[src/rtl/codec_regif_pkg.sv]
package codec_regif_pkg;

    localparam int NUM_IND = 32;
    localparam int IND_W   = $clog2(NUM_IND);

    typedef enum logic [1:0] {
        PORT_INDEX  = 2'd0,
        PORT_DATA   = 2'd1,
        PORT_STATUS = 2'd2,
        PORT_PIO    = 2'd3
    } port_e;

    localparam logic [IND_W-1:0] IX_FMT     = 5'd8;
    localparam logic [IND_W-1:0] IX_IFACE   = 5'd9;
    localparam logic [IND_W-1:0] IX_PIN     = 5'd10;
    localparam logic [IND_W-1:0] IX_ERR     = 5'd11;
    localparam logic [IND_W-1:0] IX_MODE    = 5'd12;
    localparam logic [IND_W-1:0] IX_CNT_HI  = 5'd14;
    localparam logic [IND_W-1:0] IX_CNT_LO  = 5'd15;
    localparam logic [IND_W-1:0] IX_RSV_A   = 5'd22;
    localparam logic [IND_W-1:0] IX_ALTSTAT = 5'd24;
    localparam logic [IND_W-1:0] IX_RSV_B   = 5'd27;
    localparam logic [IND_W-1:0] IX_RSV_C   = 5'd29;

    localparam int MODE2_BIT = 6;
    localparam int PI_BIT    = 4;

    // Default contents of each indirect register after reset.
    function automatic logic [7:0] ind_reset(input int n);
        case (n)
            2, 3, 4, 5, 18, 19: return 8'h88;
            6, 7:               return 8'h80;
            9:                  return 8'h08;
            12:                 return 8'h8A;
            25, 26:             return 8'hA0;
            default:            return 8'h00;
        endcase
    endfunction

    function automatic logic is_locked(input logic [IND_W-1:0] sel);
        return (sel == IX_ERR) || (sel == IX_RSV_A) ||
               (sel == IX_RSV_B) || (sel == IX_RSV_C);
    endfunction

endpackage

[src/rtl/regif_index.sv]
module regif_index
    import codec_regif_pkg::*;
#(
    parameter int CAL_READS = 1
) (
    input  logic             clk,
    input  logic             rst,
    input  logic             ptr_wr,
    input  logic [7:0]       wdata,
    input  logic             mode2,
    input  logic             cal_en,
    input  logic             err_read,
    output logic [6:0]       ptr_q,
    output logic [IND_W-1:0] ind_sel,
    output logic             cal_busy
);
    localparam int CNT_W = $clog2(CAL_READS + 1);

    logic [CNT_W-1:0] cal_cnt;

    assign ind_sel  = mode2 ? ptr_q[IND_W-1:0] : {1'b0, ptr_q[3:0]};
    assign cal_busy = (cal_cnt != '0);

    always_ff @(posedge clk) begin
        if (rst) begin
            ptr_q   <= 7'h40;
            cal_cnt <= '0;
        end else if (ptr_wr) begin
            ptr_q <= wdata[6:0];
            if (!ptr_q[6] && wdata[6] && cal_en)
                cal_cnt <= CNT_W'(CAL_READS);
        end else if (err_read && cal_busy) begin
            cal_cnt <= cal_cnt - 1'b1;
        end
    end

    // each flagged read of the error register consumes one count
    assert_cal_step_R7: assert property (@(posedge clk) disable iff (rst)
        (err_read && cal_busy && !ptr_wr) |=> (cal_cnt == $past(cal_cnt) - 1'b1));

    // no load without a rising MCE
    assert_cal_noload_R7: assert property (@(posedge clk) disable iff (rst)
        (!cal_busy && !(ptr_wr && wdata[6] && !ptr_q[6])) |=> !cal_busy);

endmodule

[src/rtl/regif_file.sv]
module regif_file
    import codec_regif_pkg::*;
(
    input  logic             clk,
    input  logic             rst,
    input  logic             data_wr,
    input  logic             status_wr,
    input  logic             irq_set,
    input  logic [IND_W-1:0] ind_sel,
    input  logic [7:0]       wdata,
    input  logic             mce,
    output logic [7:0]       rd_value,
    output logic             mode2,
    output logic             cal_en,
    output logic             pi_drop,
    output logic [7:0]       rate_fmt,
    output logic [7:0]       iface_cfg,
    output logic [7:0]       pin_ctl,
    output logic [15:0]      play_count
);
    logic [7:0] regs [NUM_IND];
    logic [7:0] wval;
    logic       wkeep;
    logic [7:0] alt_next;

    // Per-register write rules
    always_comb begin
        wval  = wdata;
        wkeep = is_locked(ind_sel);
        case (ind_sel)
            IX_MODE:  wval = {regs[IX_MODE][7], wdata[MODE2_BIT], regs[IX_MODE][5:0]};
            IX_IFACE: wval = {wdata[7:6], 1'b0, wdata[4:0]};
            IX_FMT: begin
                if (mce)
                    wval = wdata;
                else if (regs[IX_ALTSTAT][PI_BIT])
                    wval = {wdata[7:4], regs[IX_FMT][3:0]};
                else
                    wkeep = 1'b1;
            end
            default: ;
        endcase
    end

    // Alternate status register: host write, status clear, DMA set (set last)
    always_comb begin
        alt_next = regs[IX_ALTSTAT];
        if (data_wr && ind_sel == IX_ALTSTAT)
            alt_next = wdata;
        if (status_wr)
            alt_next = alt_next & 8'h8F;
        if (irq_set)
            alt_next[PI_BIT] = 1'b1;
    end

    always_ff @(posedge clk) begin
        if (rst) begin
            for (int n = 0; n < NUM_IND; n++)
                regs[n] <= ind_reset(n);
        end else begin
            for (int n = 0; n < NUM_IND; n++)
                if (data_wr && !wkeep && ind_sel == IND_W'(n))
                    regs[n] <= wval;
            regs[IX_ALTSTAT] <= alt_next;
        end
    end

    assign rd_value   = regs[ind_sel];
    assign mode2      = regs[IX_MODE][MODE2_BIT];
    assign cal_en     = (regs[IX_IFACE][4:3] != 2'b00);
    assign pi_drop    = data_wr && (ind_sel == IX_ALTSTAT) &&
                        regs[IX_ALTSTAT][PI_BIT] && !wdata[PI_BIT];
    assign rate_fmt   = regs[IX_FMT];
    assign iface_cfg  = regs[IX_IFACE];
    assign pin_ctl    = regs[IX_PIN];
    assign play_count = {regs[IX_CNT_HI], regs[IX_CNT_LO]};

    // read-only and reserved registers hold through writes
    assert_err_ro_R4: assert property (@(posedge clk) disable iff (rst)
        (data_wr && ind_sel == IX_ERR) |=> $stable(regs[IX_ERR]));
    assert_rsv_R4: assert property (@(posedge clk) disable iff (rst)
        (data_wr && ind_sel == IX_RSV_A) |=> $stable(regs[IX_RSV_A]));

    // only the mode bit of register 12 moves
    assert_mode_mask_R5: assert property (@(posedge clk) disable iff (rst)
        (data_wr && ind_sel == IX_MODE) |=>
        ((regs[IX_MODE] & 8'hBF) == $past(regs[IX_MODE] & 8'hBF)));

    // format write without any enable is dropped
    assert_fmt_gate_R6: assert property (@(posedge clk) disable iff (rst)
        (data_wr && ind_sel == IX_FMT && !mce && !regs[IX_ALTSTAT][PI_BIT])
        |=> $stable(regs[IX_FMT]));

    // DMA set always lands in the alternate status register
    assert_pi_set_R10: assert property (@(posedge clk) disable iff (rst)
        irq_set |=> regs[IX_ALTSTAT][PI_BIT]);

endmodule

[src/rtl/regif_irq.sv]
module regif_irq (
    input  logic clk,
    input  logic rst,
    input  logic irq_set,
    input  logic status_wr,
    input  logic pi_drop,
    output logic int_q
);
    always_ff @(posedge clk) begin
        if (rst)
            int_q <= 1'b0;
        else if (irq_set)
            int_q <= 1'b1;
        else if (status_wr || pi_drop)
            int_q <= 1'b0;
    end

    // the set wins over any same-cycle clear
    assert_set_wins_R10: assert property (@(posedge clk) disable iff (rst)
        irq_set |=> int_q);

    // a status write with no set drops the level
    assert_status_clear_R8: assert property (@(posedge clk) disable iff (rst)
        (status_wr && !irq_set) |=> !int_q);

    // the PI drop clears the level
    assert_pi_clear_R9: assert property (@(posedge clk) disable iff (rst)
        (pi_drop && !irq_set) |=> !int_q);

endmodule

[src/rtl/codec_regif.sv]
module codec_regif
    import codec_regif_pkg::*;
#(
    parameter int CAL_READS = 1
) (
    input  logic        clk,
    input  logic        rst,
    input  logic [1:0]  bus_addr,
    input  logic        bus_wr,
    input  logic        bus_rd,
    input  logic [7:0]  bus_wdata,
    output logic [7:0]  bus_rdata,
    input  logic        dma_irq_set,
    output logic        irq,
    output logic [7:0]  rate_fmt,
    output logic [7:0]  iface_cfg,
    output logic [7:0]  pin_ctl,
    output logic [15:0] play_count
);
    port_e             port;
    logic [6:0]        ptr_q;
    logic [IND_W-1:0]  ind_sel;
    logic              cal_busy;
    logic              mode2;
    logic              cal_en;
    logic              pi_drop;
    logic              int_q;
    logic [7:0]        file_rd;
    logic              ptr_wr;
    logic              data_wr;
    logic              status_wr;
    logic              err_read;

    assign port      = port_e'(bus_addr);
    assign ptr_wr    = bus_wr && (port == PORT_INDEX);
    assign data_wr   = bus_wr && (port == PORT_DATA);
    assign status_wr = bus_wr && (port == PORT_STATUS);
    assign err_read  = bus_rd && (port == PORT_DATA) && (ind_sel == IX_ERR);

    regif_index #(.CAL_READS(CAL_READS)) index_i (
        .clk      (clk),
        .rst      (rst),
        .ptr_wr   (ptr_wr),
        .wdata    (bus_wdata),
        .mode2    (mode2),
        .cal_en   (cal_en),
        .err_read (err_read),
        .ptr_q    (ptr_q),
        .ind_sel  (ind_sel),
        .cal_busy (cal_busy)
    );

    regif_file file_i (
        .clk        (clk),
        .rst        (rst),
        .data_wr    (data_wr),
        .status_wr  (status_wr),
        .irq_set    (dma_irq_set),
        .ind_sel    (ind_sel),
        .wdata      (bus_wdata),
        .mce        (ptr_q[6]),
        .rd_value   (file_rd),
        .mode2      (mode2),
        .cal_en     (cal_en),
        .pi_drop    (pi_drop),
        .rate_fmt   (rate_fmt),
        .iface_cfg  (iface_cfg),
        .pin_ctl    (pin_ctl),
        .play_count (play_count)
    );

    regif_irq irq_i (
        .clk       (clk),
        .rst       (rst),
        .irq_set   (dma_irq_set),
        .status_wr (status_wr),
        .pi_drop   (pi_drop),
        .int_q     (int_q)
    );

    always_comb begin
        case (port)
            PORT_INDEX:  bus_rdata = {1'b0, ptr_q};
            PORT_DATA:   bus_rdata = file_rd |
                                     ((ind_sel == IX_ERR && cal_busy) ? 8'h20 : 8'h00);
            PORT_STATUS: bus_rdata = {7'b0, int_q};
            default:     bus_rdata = 8'h00;
        endcase
    end

    assign irq = int_q;

    // pointer port bit 7 never reads back set
    assert_ptr_b7_R1: assert property (@(posedge clk) disable iff (rst)
        (port == PORT_INDEX) |-> !bus_rdata[7]);

    // status port mirrors the interrupt level
    assert_status_irq_R11: assert property (@(posedge clk) disable iff (rst)
        (port == PORT_STATUS) |-> (bus_rdata[0] == irq));

endmodule

[config.mk]
export PLATFORM = sky130hd
export DESIGN_NAME = codec_regif
export DESIGN_NICKNAME = d
export VERILOG_FILES = /design/src/rtl/codec_regif_pkg.sv /design/src/rtl/regif_index.sv /design/src/rtl/regif_file.sv /design/src/rtl/regif_irq.sv /design/src/rtl/codec_regif.sv
export SDC_FILE = /design/constraint.sdc
export NUM_CORES = 1
export LEC_CHECK = 0
export BUFFER_PORTS_ARGS = -buffer_cell sky130_fd_sc_hd__buf_2
export CAP_MARGIN = 20
export CORE_MARGIN = 1
export CORE_UTILIZATION = 24
export DETAILED_ROUTE_END_ITERATION = 10
export SLEW_MARGIN = 20
export SYNTH_ARGS = -nofsm -noshare
export SYNTH_HDL_FRONTEND = slang
export SYNTH_HIERARCHICAL = 1
export SYNTH_SLANG_ARGS = --single-unit
[constraint.sdc]
create_clock -name clk -period 2.5 [get_ports clk]
set_input_delay 0.25 -clock clk [delete_from_list [all_inputs] [get_ports clk]]
set_output_delay 0.25 -clock clk [all_outputs]
set_load 0.005 [all_outputs]
==> run_results.csv <==
group,metric,value,unit
run_status,status,"finished with violations",
run_status,failed_checks,"setup timing",
setup_path,reg2reg_from,"index_i/ptr_q[0]",
global_route,gr-total-overflow,0,
timing,hold_viol,0,
timing,setup_tns,-4.31,ns
detailed_routing,drtIter0Drc,799,
cts,clock_sinks,265,
timing,rsz0062_at_grt,"true",
timing,finClkSkew,0.0184,ns
synth,synth_commonest_cells,"edfxtp_1, nor2_1, mux2i_1",
floorplanning,ios,64,
synth,netlist.top_cell.by_area,"edfxtp_1",
setup_path,start_kind,"flip-flop",
pwr,power,0.0107,W
setup_path,crit_start,"index_i/ptr_q[0]",
setup_path,arrival,2.85,ns
synth,synth.distinct_cells,62,
timing,relSlewSlack,58.1,%
timing,fmax,0.323,GHz
timing,finalCritPeriodShare,124,%
detailed_routing,wire_per_inst,21.5,microns
synth,synth_xor_area_share,0,%
detailed_routing,num_vias,7864,
global_route,grt_pass1_wl,52.7,mm
cts,clockBufferDepth,3,
cts,cts_tree,"built",
synth,yosysSeqAreaShare,66.4,%
placed_design,gp_congestion,0.867,
synth,syn-cell-area,11900,sq um
placed_design,dp_cells,1594,
floorplanning,die_w,224,microns
pwr,p_leak,5.39,nW
setup_path,cp-end-kind,"output port",
timing,slew_violations,0,
global_route,gr-usage-all-layers,14.1,%
synth,avgSynthCellArea,14.6,sq um
setup_path,required,2.25,ns
synth,ys_warn_count,6,
timing,final-setup-viol-count,8,
detailed_routing,ant_nets,0,
global_route,grt_pass1_vias,7910,
pwr,p_per_area,692,nW/um^2
detailed_routing,wl,36.0,mm
detailed_routing,via_per_inst,4.69,
timing,tightestPinTransition,0.629,ns
final_layout,instances_no_fill,1676,
synth,synth_edf_count,256,
floorplanning,num_rows,81,
synth,synth_top_family_by_area,"multiplexers",
detailed_routing,route.detailed.drc,0,
synth,synthAdderAreaFrac,0,%
cts,htreeDepth,1,
floorplanning,die-area,50300,sq um
placed_design,dp_hpwl,25.2,mm
run,maxCapViolCount,0,
worst_hold_path,holdCritStartpoint,"bus_wdata[1]",
synth,synth-compound-area-share,4.76,%
worst_hold_path,hold_class,"input pin to flip-flop",
detailed_routing,drt-pass1-iter-count,5,
cts,root_buffer,"clkbuf_16",
synth,ys.flop_type,"edfxtp_1",
timing,worst_slack,-0.600,ns
final_layout,drive_above_1_share,38.3,%
global_route,grt_max_degree,42,
cts,clk_latency,0.55,ns
synth,synth_seq_cells,265,
final_layout,finish.net_count,1006,
global_route,antenna_found_initial,0,
cts,clk_pin_slew,0.07,ns
final_layout,n_antenna_cell,0,
setup_path,worstSetupPathType,"flip-flop to output port",
synth,yosys.area_share.simple,11.1,%
synth,netlist_instances,811,
setup_path,crit_fanout,9,
synth,synth.most_common_cell,"edfxtp_1",
synth,synth_top_area_share,64.8,%
floorplanning,die_y,224,microns
synth,yosys-top-cells-area,"edfxtp_1, mux4_2, mux2i_1",
timing,period_needed,3.10,ns
synth,synth-async-reset-ratio,0,%
floorplanning,initial_core_util,24.3,%
final_layout,syn_to_final_growth,29.9,%
cts,cts_buffers,28,
pwr,ir_drop,0.000365,V
placed_design,port_buffers,63,
floorplanning,core,48800,sq um
synth,synthMuxAreaShare,14.3,%
## kinds of logic after synthesis
family | after synthesis
compound gates | 75
flops | 265
buf+inv | 78
simple gates | 280
other cells | 2
mux | 111
## cell usage in the layout (no fill, tap or decap), types with 10 or more instances in the layout
cell         n
mux2i_1     58
clkbuf_16   29
nand2_1     35
buf_2       62
nor2_2      11
buf_12      13
buf_4      109
nor2_1     129
mux4_2      46
nand2b_1    20
nor3_1      18
edfxtp_1   256
conb_1      10
buf_6       18
## registers in the layout (all words and copies together) (netlist names)
register          flops
index_i/cal_busy      1
file_i/regs         256
index_i/ptr_q         7
irq_i/int_q           1
## area by class of cell
cell class                      count  area, sq um
Multi-Input combinational cell    476         3950
Tap cell                          664          831
Timing Repair inverter              1         7.51
Clock buffer                       31          733
Fill cell                        4904        33400
Clock inverter                     20          295
Timing Repair Buffer              205         1640
Inverter                           14         66.3
Sequential cell                   265         7880
## through the flow
stage               setup slack (ns)  utilization, %  area, sq um  hold WS, ns
CTS                           -0.614            31.2        15300       0.0239
floorplan                   0.000883               -        11900        0.319
global route                  -0.659            31.5        15400       0.0488
finish                        -0.600            31.5        15400       0.0566
detailed placement            -0.348            28.0        13700        0.493
global placement              -0.445            28.0        13700        0.481
## critical path: stages, from the launching register on
cell and delay (ns):
dfxtp_4 0.48, buf_12 0.18, mux4_2 0.53, mux4_2 0.54, mux2_2 0.29, and2_1 0.15, buf_2 0.13
## where the power goes
group | internal [W] | switching, W | total [W] | leakage [nW]
clock | 0.00284 | 0.00174 | 0.00458 | 0.485
combinational | 0.000380 | 0.000532 | 0.000912 | 2.27
sequential | 0.00508 | 0.0000861 | 0.00517 | 2.64
## metal layers
layer	global-route usage [%]	wire length [microns]
met2	22.2	16400
met1	19.4	15500
met4	4.24	884
met5	0	0
met3	3.32	3260
## repair_timing
action                     in CTS  in global routing
setup buffers                  23                  6
resized for setup              78                 30
hold buffers                    2                  0
setup endpoints to repair      50                183
gates cloned                    2                  1
hold endpoints to repair        2                  0
pin swaps                      27                 16
## worst paths after layout
path,endpoint,slack (ns),cells past startpoint
max,bus_rdata[7],-0.60,6
min,index_i/ptr_q[1],0.06,3
max reg2reg,file_i/regs[3][7],0.04,9
min reg2reg,index_i/ptr_q[5],0.50,2
(Power assumes the default switching activity.)
